$ cat config.mk
export PLATFORM = sky130hd
export DESIGN_NAME = cal_keep_store
export DESIGN_NICKNAME = d
export VERILOG_FILES = /design/src/rtl/cal_keep_store.sv
export SDC_FILE = /design/constraint.sdc
export NUM_CORES = 1
export LEC_CHECK = 0
export CAP_MARGIN = 15
export CORE_MARGIN = 2
export CORE_UTILIZATION = 50
export CTS_CLUSTER_SIZE = 8
export DETAILED_ROUTE_END_ITERATION = 8
export HOLD_SLACK_MARGIN = 0.1
export MAX_ROUTING_LAYER = met4
export PLACE_DENSITY = 0.68
export RECOVER_POWER = 25
export SYNTH_ARGS = -nofsm -noshare
export SYNTH_HDL_FRONTEND = slang
export SYNTH_SLANG_ARGS = --single-unit
$ cat constraint.sdc
create_clock -name clk -period 4.7 [get_ports clk]
set_input_delay 0.94 -clock clk [delete_from_list [all_inputs] [get_ports clk]]
set_output_delay 0.94 -clock clk [all_outputs]
set_load 0.02 [all_outputs]
$ cat src/rtl/cal_keep_store.sv
module cal_keep_store #(
  parameter int NCH  = 3,
  parameter int NENT = 6,
  parameter int AW   = 4,
  parameter int BW   = 32
) (
  input  logic                  clk,
  input  logic                  rst_n,
  input  logic [AW-1:0]         bus_addr,
  input  logic                  bus_stb,
  input  logic                  bus_we,
  input  logic [BW-1:0]         bus_wdata,
  output logic [BW-1:0]         bus_rdata,
  output logic                  rs_valid,
  output logic [$clog2(NENT)-1:0] rs_index,
  output logic [NCH*(BW-4)-1:0] rs_data
);
  localparam int DW   = BW - 4;
  localparam int IW   = $clog2(NENT);
  localparam int FBIT = NENT + 1;
  localparam logic [IW-1:0] LAST = IW'(NENT - 1);

  logic            en;
  logic [NENT-1:0] mask;
  logic            restoring;
  logic [IW-1:0]   ptr;

  logic [NCH-1:0]  go;
  logic [NCH-1:0]  wr;
  logic [IW-1:0]   idx  [NCH];
  logic [DW-1:0]   dreg [NCH];
  logic [DW-1:0]   tbl  [NCH][NENT];

  logic bus_wr;
  logic ctrl_wr;
  assign bus_wr  = bus_stb && bus_we;
  assign ctrl_wr = bus_wr && (bus_addr == '0);

  always_ff @(posedge clk) begin
    if (!rst_n) begin
      en        <= 1'b0;
      mask      <= '0;
      restoring <= 1'b0;
      ptr       <= '0;
    end else if (restoring) begin
      if (ptr == LAST) begin
        restoring <= 1'b0;
        ptr       <= '0;
      end else begin
        ptr <= ptr + 1'b1;
      end
    end else if (ctrl_wr) begin
      en        <= bus_wdata[0];
      mask      <= bus_wdata[NENT:1];
      restoring <= bus_wdata[FBIT] && bus_wdata[0];
      ptr       <= '0;
    end
  end

  always_ff @(posedge clk) begin
    if (!rst_n) begin
      for (int c = 0; c < NCH; c++) begin
        go[c]   <= 1'b0;
        wr[c]   <= 1'b0;
        idx[c]  <= '0;
        dreg[c] <= '0;
        for (int e = 0; e < NENT; e++) tbl[c][e] <= '0;
      end
    end else begin
      for (int c = 0; c < NCH; c++) begin
        if (go[c]) begin
          if (!restoring) begin
            go[c] <= 1'b0;
            if (wr[c]) begin
              for (int e = 0; e < NENT; e++)
                if (idx[c] == IW'(e)) tbl[c][e] <= dreg[c];
            end else begin
              dreg[c] <= '0;
              for (int e = 0; e < NENT; e++)
                if (idx[c] == IW'(e)) dreg[c] <= tbl[c][e];
            end
          end
        end else begin
          if (bus_wr && bus_addr == AW'(1 + 2*c)) begin
            go[c]  <= bus_wdata[0];
            wr[c]  <= bus_wdata[1];
            idx[c] <= bus_wdata[2 +: IW];
          end
          if (bus_wr && bus_addr == AW'(2 + 2*c))
            dreg[c] <= bus_wdata[BW-1:4];
        end
      end
    end
  end

  assign rs_valid = restoring && mask[ptr];
  assign rs_index = ptr;

  generate
    for (genvar c = 0; c < NCH; c++) begin : g_rs
      assign rs_data[c*DW +: DW] = restoring ? tbl[c][ptr] : '0;
    end
  endgenerate

  always_comb begin
    bus_rdata = '0;
    if (bus_stb && !bus_we) begin
      if (bus_addr == '0)
        bus_rdata = BW'({restoring, mask, en});
      for (int c = 0; c < NCH; c++) begin
        if (bus_addr == AW'(1 + 2*c))
          bus_rdata = BW'({idx[c], wr[c], go[c]});
        if (bus_addr == AW'(2 + 2*c))
          bus_rdata = {dreg[c], 4'b0000};
      end
    end
  end

  AST_FORCE_NEEDS_EN: assert property (@(posedge clk) disable iff (!rst_n)
    restoring |-> en);
  AST_RESTORE_ENDS: assert property (@(posedge clk) disable iff (!rst_n)
    (restoring && ptr == LAST) |=> !restoring);
  AST_STEP_ORDER: assert property (@(posedge clk) disable iff (!rst_n)
    (restoring && ptr != LAST) |=> (restoring && ptr == IW'($past(ptr) + 1'b1)));
  AST_IDLE_INDEX: assert property (@(posedge clk) disable iff (!rst_n)
    !restoring |-> (ptr == '0 && !rs_valid));

  generate
    for (genvar c = 0; c < NCH; c++) begin : g_ast
      AST_GO_HELD: assert property (@(posedge clk) disable iff (!rst_n)
        (restoring && go[c]) |=> go[c]);
      AST_GO_DONE: assert property (@(posedge clk) disable iff (!rst_n)
        (!restoring && go[c]) |=> !go[c]);
    end
  endgenerate
endmodule

==> key figures, run 1 <==
Routing
  • Wire length on met1: 43610 µm
  • 1st-pass router iterations: 8
  • Vias/cell: 6.749
  • Final wirelength: between 100000 and 150000 µm
  • Met2 WL: 53880 µm
  • Highest routed layer: met4
  • Via count: 25610
  • Metal3 WL: between 15000 and 20000 µm
  • Post-DRT Antenna Nets: 0
  • Iteration-0 DRC count of the detailed router: between 3000 and 4000
  • Residual DRC: 0
  • Wire length per cell: roughly 31 µm

Worst setup path
  • CP Data Arrival Time: ~3.6 ns
  • Setup crit start: bus_addr[2]
  • Setup Crit Path Kind: in -> out
  • CP max stage cell: a221oi_1
  • WP buf/inv: 4
  • Top cell family by delay on the critical path: buffers and inverters
  • Worst Path Max Fanout: 17
  • Reg-to-reg startpoint: idx[0][5]
  • Endpoint class of the critical path: output pin
  • Slowest stage delay, CP: between 0.7 and 0.8 ns
  • CP Data Required Time: 3.76 ns
  • Most used cell, CP: buf_4
  • Crit path cell chain: dlygate4sd3_1 -> buf_4 -> mux2i_1 -> nor4_1 -> buf_4 -> a221oi_1 -> nor2_1 -> clkdlybuf4s50_1
  • Worst r2r dst: tbl[0][192]
  • Flop2flop setup slack: roughly 0.43 ns
  • Reg2Reg Depth: 5
  • Startpoint types: input pin

Floorplanning
  • DIE HEIGHT: ~260 µm
  • CORE AREA: ~66000 µm²
  • # rows: 94
  • Die width: ~260 µm
  • I/O pin count: 160
  • DIE AREA: a little under 70000 µm²
  • Starting Density: about half

Synthesis
  • Mux cell area share after synthesis: a little over a tenth
  • Ys flop type: edfxtp_1
  • Seq cells post-synth: slightly above 600
  • Seq/Total Area, Yosys: between 50% and 60%
  • Top cells by count, synth: edfxtp_1 (597), and2_1 (558), clkbuf_1 (173)
  • Adder-Cell Fraction of Synth Area: 0%
  • Cell with the most instances after synthesis: edfxtp_1
  • Synth area leader: edfxtp_1
  • XOR/XNOR Fraction of Synth Area: 0%
  • Yosys warnings: 0
  • Synth Instances: 2777
  • Compound-Gate Fraction of Synth Area: approximately a tenth
  • Post-Synthesis Cell Area: around 33000 µm²
  • Post-Synth Simple-Gate Area: 19.26%
  • Share of the synthesized area in the top cell type: a little over half
  • Ranking of synthesized cells by area: edfxtp_1 (54%), and2_1 (11%), mux4_2 (6.0%)
  • Largest family of logic cells by synthesized area: simple AND/OR/NAND/NOR gates
  • Post-synth cell types: 67
  • Ys async rst share: 0%
  • Net Count, Synth: around 2800
  • Synth Area per Inst: 11.92 µm²
  • Post-synth EDFFs: about 600

Power and ir drop
  • Peak supply drop: approximately 280 µV
  • Leak: roughly 13 nW
  • Pwr dens: approximately 330 nW/µm²

Clock network
  • Reg clk slew, reported paths: ~0.05 ns
  • CTS tree: done
  • Hold_buf cts: 0
  • # Post-CTS Setup Buffers: 0
  • Clock root buffer: clkbuf_16
  • H-tree Lvls: 3
  • Clk Latency, worst-skew pair: roughly 0.63 ns
  • Clock sinks: 614
  • CTS buffer count: 86
  • Clock Tree Buf Depth: 3
  • Cts repair resizes: 0

STA
  • Worst Clk Skew: between 0.02 and 0.03 ns
  • Tcrit/Tclk final: 97.52%
  • Max_slew headroom: -64.63%
  • Final Max Slew Viols: ~200
  • Hold Violations, Final: 0
  • Worst-margin pin slew: between 2 and 2.5 ns
  • RSZ-0062 raised after global routing: false
  • Aggregate negative setup slack: 0 ns
  • Final setup viols: 0
  • Fmax: 218.2 MHz
  • Tmin final: 4.584 ns

Global routing
  • Tot GR Track Use: 36.03%
  • Number of global-route vias before repair: ~25000
  • Remaining global-route overflow: 0
  • Largest net degree at the start of global routing: 72
  • Initial antenna violation count: 10
  • First-pass GRT wire length: 171600 µm

Final layout
  • Non-filler instance count after layout: roughly 3800
  • Layout cells sized above 1: 11.35%
  • Area grow syn2layout: 15.47%
  • Fin nets: about 2900

Placed design
  • Gpl congestion: around 0.95
  • Placed Cells: 3677
  • Buffers on Ports: 159
  • Detail Placement HPWL: 76080 µm

Min path
  • Hold Path End: en
  • Hold path start: en
  • Hold Path Depth: 2
  • Hold Crit Class: reg -> reg

Run status
  • Outcome: finished, violations left
  • Failing checks: capacitance limit, slew limit

Flow run
  • Max Cap Viol: 10
[layer usage]
metal	vias up	GRT usage [%]
met4	0	18.15
met2	1905	53.82
met1	12790	45.33
met3	346	9.688
li1	10570	-
met5	-	-
[kinds of logic after synthesis]
group,Yosys count
AOI/OAI and AO/OA,514
buffers and inverters,339
DFF,614
muxes,243
and+or+nand+nor,1067
[through the flow]
stage / cell area [µm²] / util (%) / power [mW] / setup WS (ns) / hold WS, ns
floorplan: 33090 / - / 6.753 / 0.9782 / 0.4596
global placement: 35960 / 54.79 / 7.119 / 0.3492 / 0.4969
detailed placement: 35960 / 54.79 / 7.141 / 0.3669 / 0.5075
CTS: 38310 / 58.37 / 12.75 / 0.3459 / 0.5195
global route: 38210 / 58.23 / 13.03 / 0.1269 / 0.5855
finish: 38220 / 58.23 / 12.77 / 0.1163 / 0.5229
[layout make-up]
class | count | area [µm²]
sequential | 614 | 18280
timing repair buffer | 278 | 2585
inverter | 98 | 367.9
multi-input combinational | 1824 | 13530
tap | 864 | 1081
fill | 5304 | 27410
clock inverter | 3 | 33.78
antenna | 6 | 15.01
clock buffer | 107 | 2316
[worst max path at each step]
stage | end | slack [ns] | depth (start not counted)
after floorplan | tbl[0][112] | 0.98 | 5
after CTS | bus_rdata[30] | 0.35 | 8
final | bus_rdata[6] | 0.12 | 8
after global routing | bus_rdata[6] | 0.13 | 8
after global placement | bus_rdata[28] | 0.35 | 8
after detailed placement | bus_rdata[30] | 0.37 | 8
[layout by cell type (no fill, tap or decap), types with 17 or more instances in the layout]
cell type / n
clkdlybuf4s50_1: 156
edfxtp_1: 597
clkbuf_1: 33
nor2_1: 152
o22ai_1: 103
nand3b_1: 99
inv_1: 97
and2_0: 83
nor2b_1: 51
and2_1: 476
o221ai_1: 49
mux4_2: 88
o21ai_0: 52
a221oi_1: 17
buf_4: 88
a21oi_1: 112
nand2_1: 77
o2bb2ai_1: 53
a31oi_1: 27
and3_1: 31
a222oi_1: 34
clkbuf_16: 90
mux2i_1: 154
[power by group]
group / internal [mW] / leakage (nW) / switching, mW
sequential: 6.19 / 6.32 / 0.179
clock: 3.39 / 1.15 / 2.31
combinational: 0.232 / 5.60 / 0.478
total: 9.81 / 13.1 / 2.97
[sequential cells by signal (all words and copies together), names as in the netlist]
signal	cells
tbl	504
restoring	1
idx	9
en	1
mask	6
rs_index	3
wr	3
dreg	84
go	3
[worst register-to-register path: cells and delay by family (launching register included)]
| family | cells | cell delay, ns |
|---|---|---|
| DFF | 1 | 0.34 |
| buffers and inverters | 2 | 1.53 |
| and+or+nand+nor | 3 | 2.25 |
Note: power is estimated with default switching activity, not from simulation.
==> run 2: changes to the inputs <==
- REMOVE_ABC_BUFFERS: not set -> 1
==> run 2 against run 1 <==
Against the previous run:
- the flow still finishes with violations (capacitance limit, slew limit)
- clock skew up 0.011 ns
- fmax decreased by 2.2%
- non-clock buffer count shrank 3
- sequential cell count unchanged
- worst setup slack lost 0.10 ns
- cell area increased by 0.29%
- wire length shrank 3.3%
- global-route usage is 1.2 points lower
- worst hold slack worse by 0.019 ns
- first-iteration DRC count down 10%
- cell count grew 0.37%
- register-to-register slack better by 0.37 ns
- critical path type is now in -> reg
==> key figures, run 2 (synthesis gave the netlist of run 1 again) <==
Routing
  • Post-DRT Antenna Nets: 0 (unchanged)
  • Vias/cell: 6.603 (-2.2%)
  • Iteration-0 DRC count of the detailed router: 3470 (-10%)
  • Via count: 25140 (-1.8%)
  • Final wirelength: 115500 µm (-3.3%)
  • Residual DRC: 0 (unchanged)
  • Wire length per cell: 30.34 µm (-3.7%)
  • 1st-pass router iterations: 9 (+1)

Final layout
  • Area grow syn2layout: 15.81%
  • Fin nets: 2939 (-0.10%)
  • Max reg flops: 504 (unchanged)
  • Leading cell type in the layout, fill and taps excluded: edfxtp_1
  • Most frequent cells in the layout: edfxtp_1 (597), and2_1 (479), clkdlybuf4s50_1 (157)
  • Largest registers: tbl: 504 flops, dreg: 84 flops, idx: 9 flops
  • Final Util: 58.40% (+0.17 points)
  • Layout cells sized above 1: 11.39% (+0.040 points)
  • Largest Register: tbl

Min path
  • Hold Path Depth: 2 (unchanged)
  • Hold path start: en
  • Hold Path End: en
  • Hold Crit Class: reg -> reg

Clock network
  • # Post-CTS Setup Buffers: 0 (unchanged)
  • Reg clk slew, reported paths: 0.06 ns (about the same)
  • Clk Latency, worst-skew pair: 0.64 ns (about the same)
  • Clock root buffer: clkbuf_16
  • H-tree Lvls: 3 (unchanged)
  • Clock sinks: 614 (unchanged)
  • CTS tree: done
  • CTS buffer count: 86 (unchanged)
  • Clock Tree Buf Depth: 3 (unchanged)
  • Hold_buf cts: 0 (unchanged)

Worst setup path
  • CP max stage cell: clkbuf_1
  • Endpoint class of the critical path: flop
  • Most used cell, CP: clkbuf_1
  • WP buf/inv: 3 (-1)
  • Reg2Reg Depth: 5 (unchanged)
  • Crit path cell chain: clkbuf_1 -> clkbuf_1 -> nand2b_1 -> clkbuf_2
  • Worst r2r dst: tbl[0][355]
  • CP Data Required Time: 4.90 ns (+1.14 ns)
  • Slowest stage delay, CP: 1.46 ns (+0.71 ns)
  • Startpoint types: input pin
  • CP Data Arrival Time: 4.89 ns (+1.25 ns)
  • Top cell family by delay on the critical path: buffers and inverters
  • Reg-to-reg startpoint: idx[0][8]
  • Setup Crit Path Kind: in -> reg
  • Flop2flop setup slack: 0.80 ns (+0.37 ns)
  • Worst Path Max Fanout: 32 (+15)

Floorplanning
  • Die width: 261.3 µm (unchanged)
  • I/O pin count: 160 (unchanged)
  • Starting Density: 50.43% (unchanged)
  • DIE AREA: 68260 µm² (unchanged)
  • DIE HEIGHT: 261.3 µm (unchanged)
  • # rows: 94 (unchanged)
  • CORE AREA: 65630 µm² (unchanged)

STA
  • Worst Clk Skew: 0.03740 ns (+0.01053 ns)
  • Max_slew headroom: -49.25% (+15 points)
  • Tcrit/Tclk final: 99.73% (+2.2 points)
  • Tmin final: 4.687 ns (+0.1034 ns)
  • Fmax: 213.4 MHz (-2.2%)
  • Worst hold slack: 0.5038 ns (-0.01915 ns)
  • Final Max Slew Viols: 146 (-28%)
  • Hold Violations, Final: 0 (unchanged)
  • Worst-margin pin slew: 2.239 ns (-0.2307 ns)
  • Final worst slack: 0.01289 ns (-0.1034 ns)
  • RSZ-0062 raised after global routing: false
  • Final setup viols: 0 (unchanged)

Run status
  • Outcome: finished, violations left
  • Failing checks: capacitance limit, slew limit

Global routing
  • Largest net degree at the start of global routing: 90 (+25%)
  • Initial antenna violation count: 6 (-4)
  • First-pass GRT wire length: 166900 µm (-2.7%)
  • Number of global-route vias before repair: 25000 (-1.5%)
  • Remaining global-route overflow: 0 (unchanged)
  • Tot GR Track Use: 34.85% (-1.2 points)

Flow run
  • Max Cap Viol: 5 (-5)

Power and ir drop
  • Pint: 9.903 mW (+0.98%)
  • Switching portion of total power: 22.98% (-0.24 points)
  • Total chip power: 12.86 mW (+0.66%)
  • Sw power: 2.954 mW (-0.39%)
  • Logic pwr share: 5.4% (-0.2 points)
  • Clock network power share: 45.1% (+0.5 points)
  • Seq pwr share: 49.4% (-0.4 points)
  • Leak: 13.11 nW (+0.37%)
  • Peak supply drop: 241.2 µV (-13%)
  • Pwr dens: 335.4 nW/µm² (+0.37%)

Placed design
  • Buffers on Ports: 159 (unchanged)
  • Dpl ws: 0.1409 ns (-0.2259 ns)
  • Detail Placement HPWL: 72200 µm (-5.1%)
  • Gpl congestion: 0.9796 (+3.5%)
[run 2: cell types whose count changed in the layout (fill, tap and decap cells not counted), moves of 3 or more]
cell      change
buf_12        +4
buf_4         -6
and2_0        -3
and2_1        +3
clkbuf_1     +18
o21ai_2       +6
o21ai_0       -4
nor4_1        -3
[run 2: power groups by stage]
stage               logic [mW]  registers (mW)  clock network, mW
finish                   0.698            6.36               5.80
global placement         0.673            6.43                  0
floorplan                0.325            6.40                  0
detailed placement       0.683            6.45                  0
global route             0.725            6.37               6.02
CTS                      0.687            6.34               5.80
[run 2: layout make-up]
| type | count | area [µm²] |
|---|---|---|
| Tap cell | 864 | 1081 |
| Inverter | 98 | 367.9 |
| Fill cell | 5297 | 27300 |
| Clock buffer | 127 | 2412 |
| Antenna cell | 4 | 10.01 |
| Multi-Input combinational cell | 1824 | 13550 |
| Sequential cell | 614 | 18280 |
| Clock inverter | 2 | 28.78 |
| Timing Repair Buffer | 275 | 2596 |
[run 2: worst max-delay path by stage]
stage	startpoint	to	slack, ns	cells past startpoint
2_1_floorplan	rs_index[0]	rs_data[0]	-3.99	4
3_3_place_gp	bus_addr[2]	bus_rdata[22]	0.16	7
3_5_place_dp	bus_addr[2]	bus_rdata[22]	0.14	7
4_1_cts	bus_addr[2]	bus_rdata[22]	0.13	7
5_1_grt	rst_n	tbl[0][205]	0.01	4
6_report	rst_n	tbl[0][204]	0.01	4
[run 2: tightest hold or removal path, stage by stage (launching register included)]
cell	delay [ns]
dfxtp_1	0.32
mux2i_1	0.07
nor2_1	0.08
[run 2: metal layers]
| layer | routed length (µm) | vias up | global-route usage [%] |
|---|---|---|---|
| li1 | - | 10570 | - |
| met1 | 41920 | 12500 | 43.77 |
| met2 | 52930 | 1766 | 53.05 |
| met3 | 14220 | 309 | 7.898 |
| met4 | 6456 | 0 | 17.99 |
| met5 | 0 | - | - |
[run 2: timing repair]
item	4_1_cts	5_1_grt
gates resized for setup	0	1
hold endpoints to repair	0	0
setup endpoints to repair	0	1
[run 2: metrics by stage]
step | cells | TNS [ns] | area (µm²)
floorplan | 2536 | -350.94 | 32080
global placement | 3675 | 0 | 35970
detailed placement | 3675 | 0 | 35970
CTS | 3804 | 0 | 38410
global route | 3806 | 0 | 38320
finish | 3808 | 0 | 38330
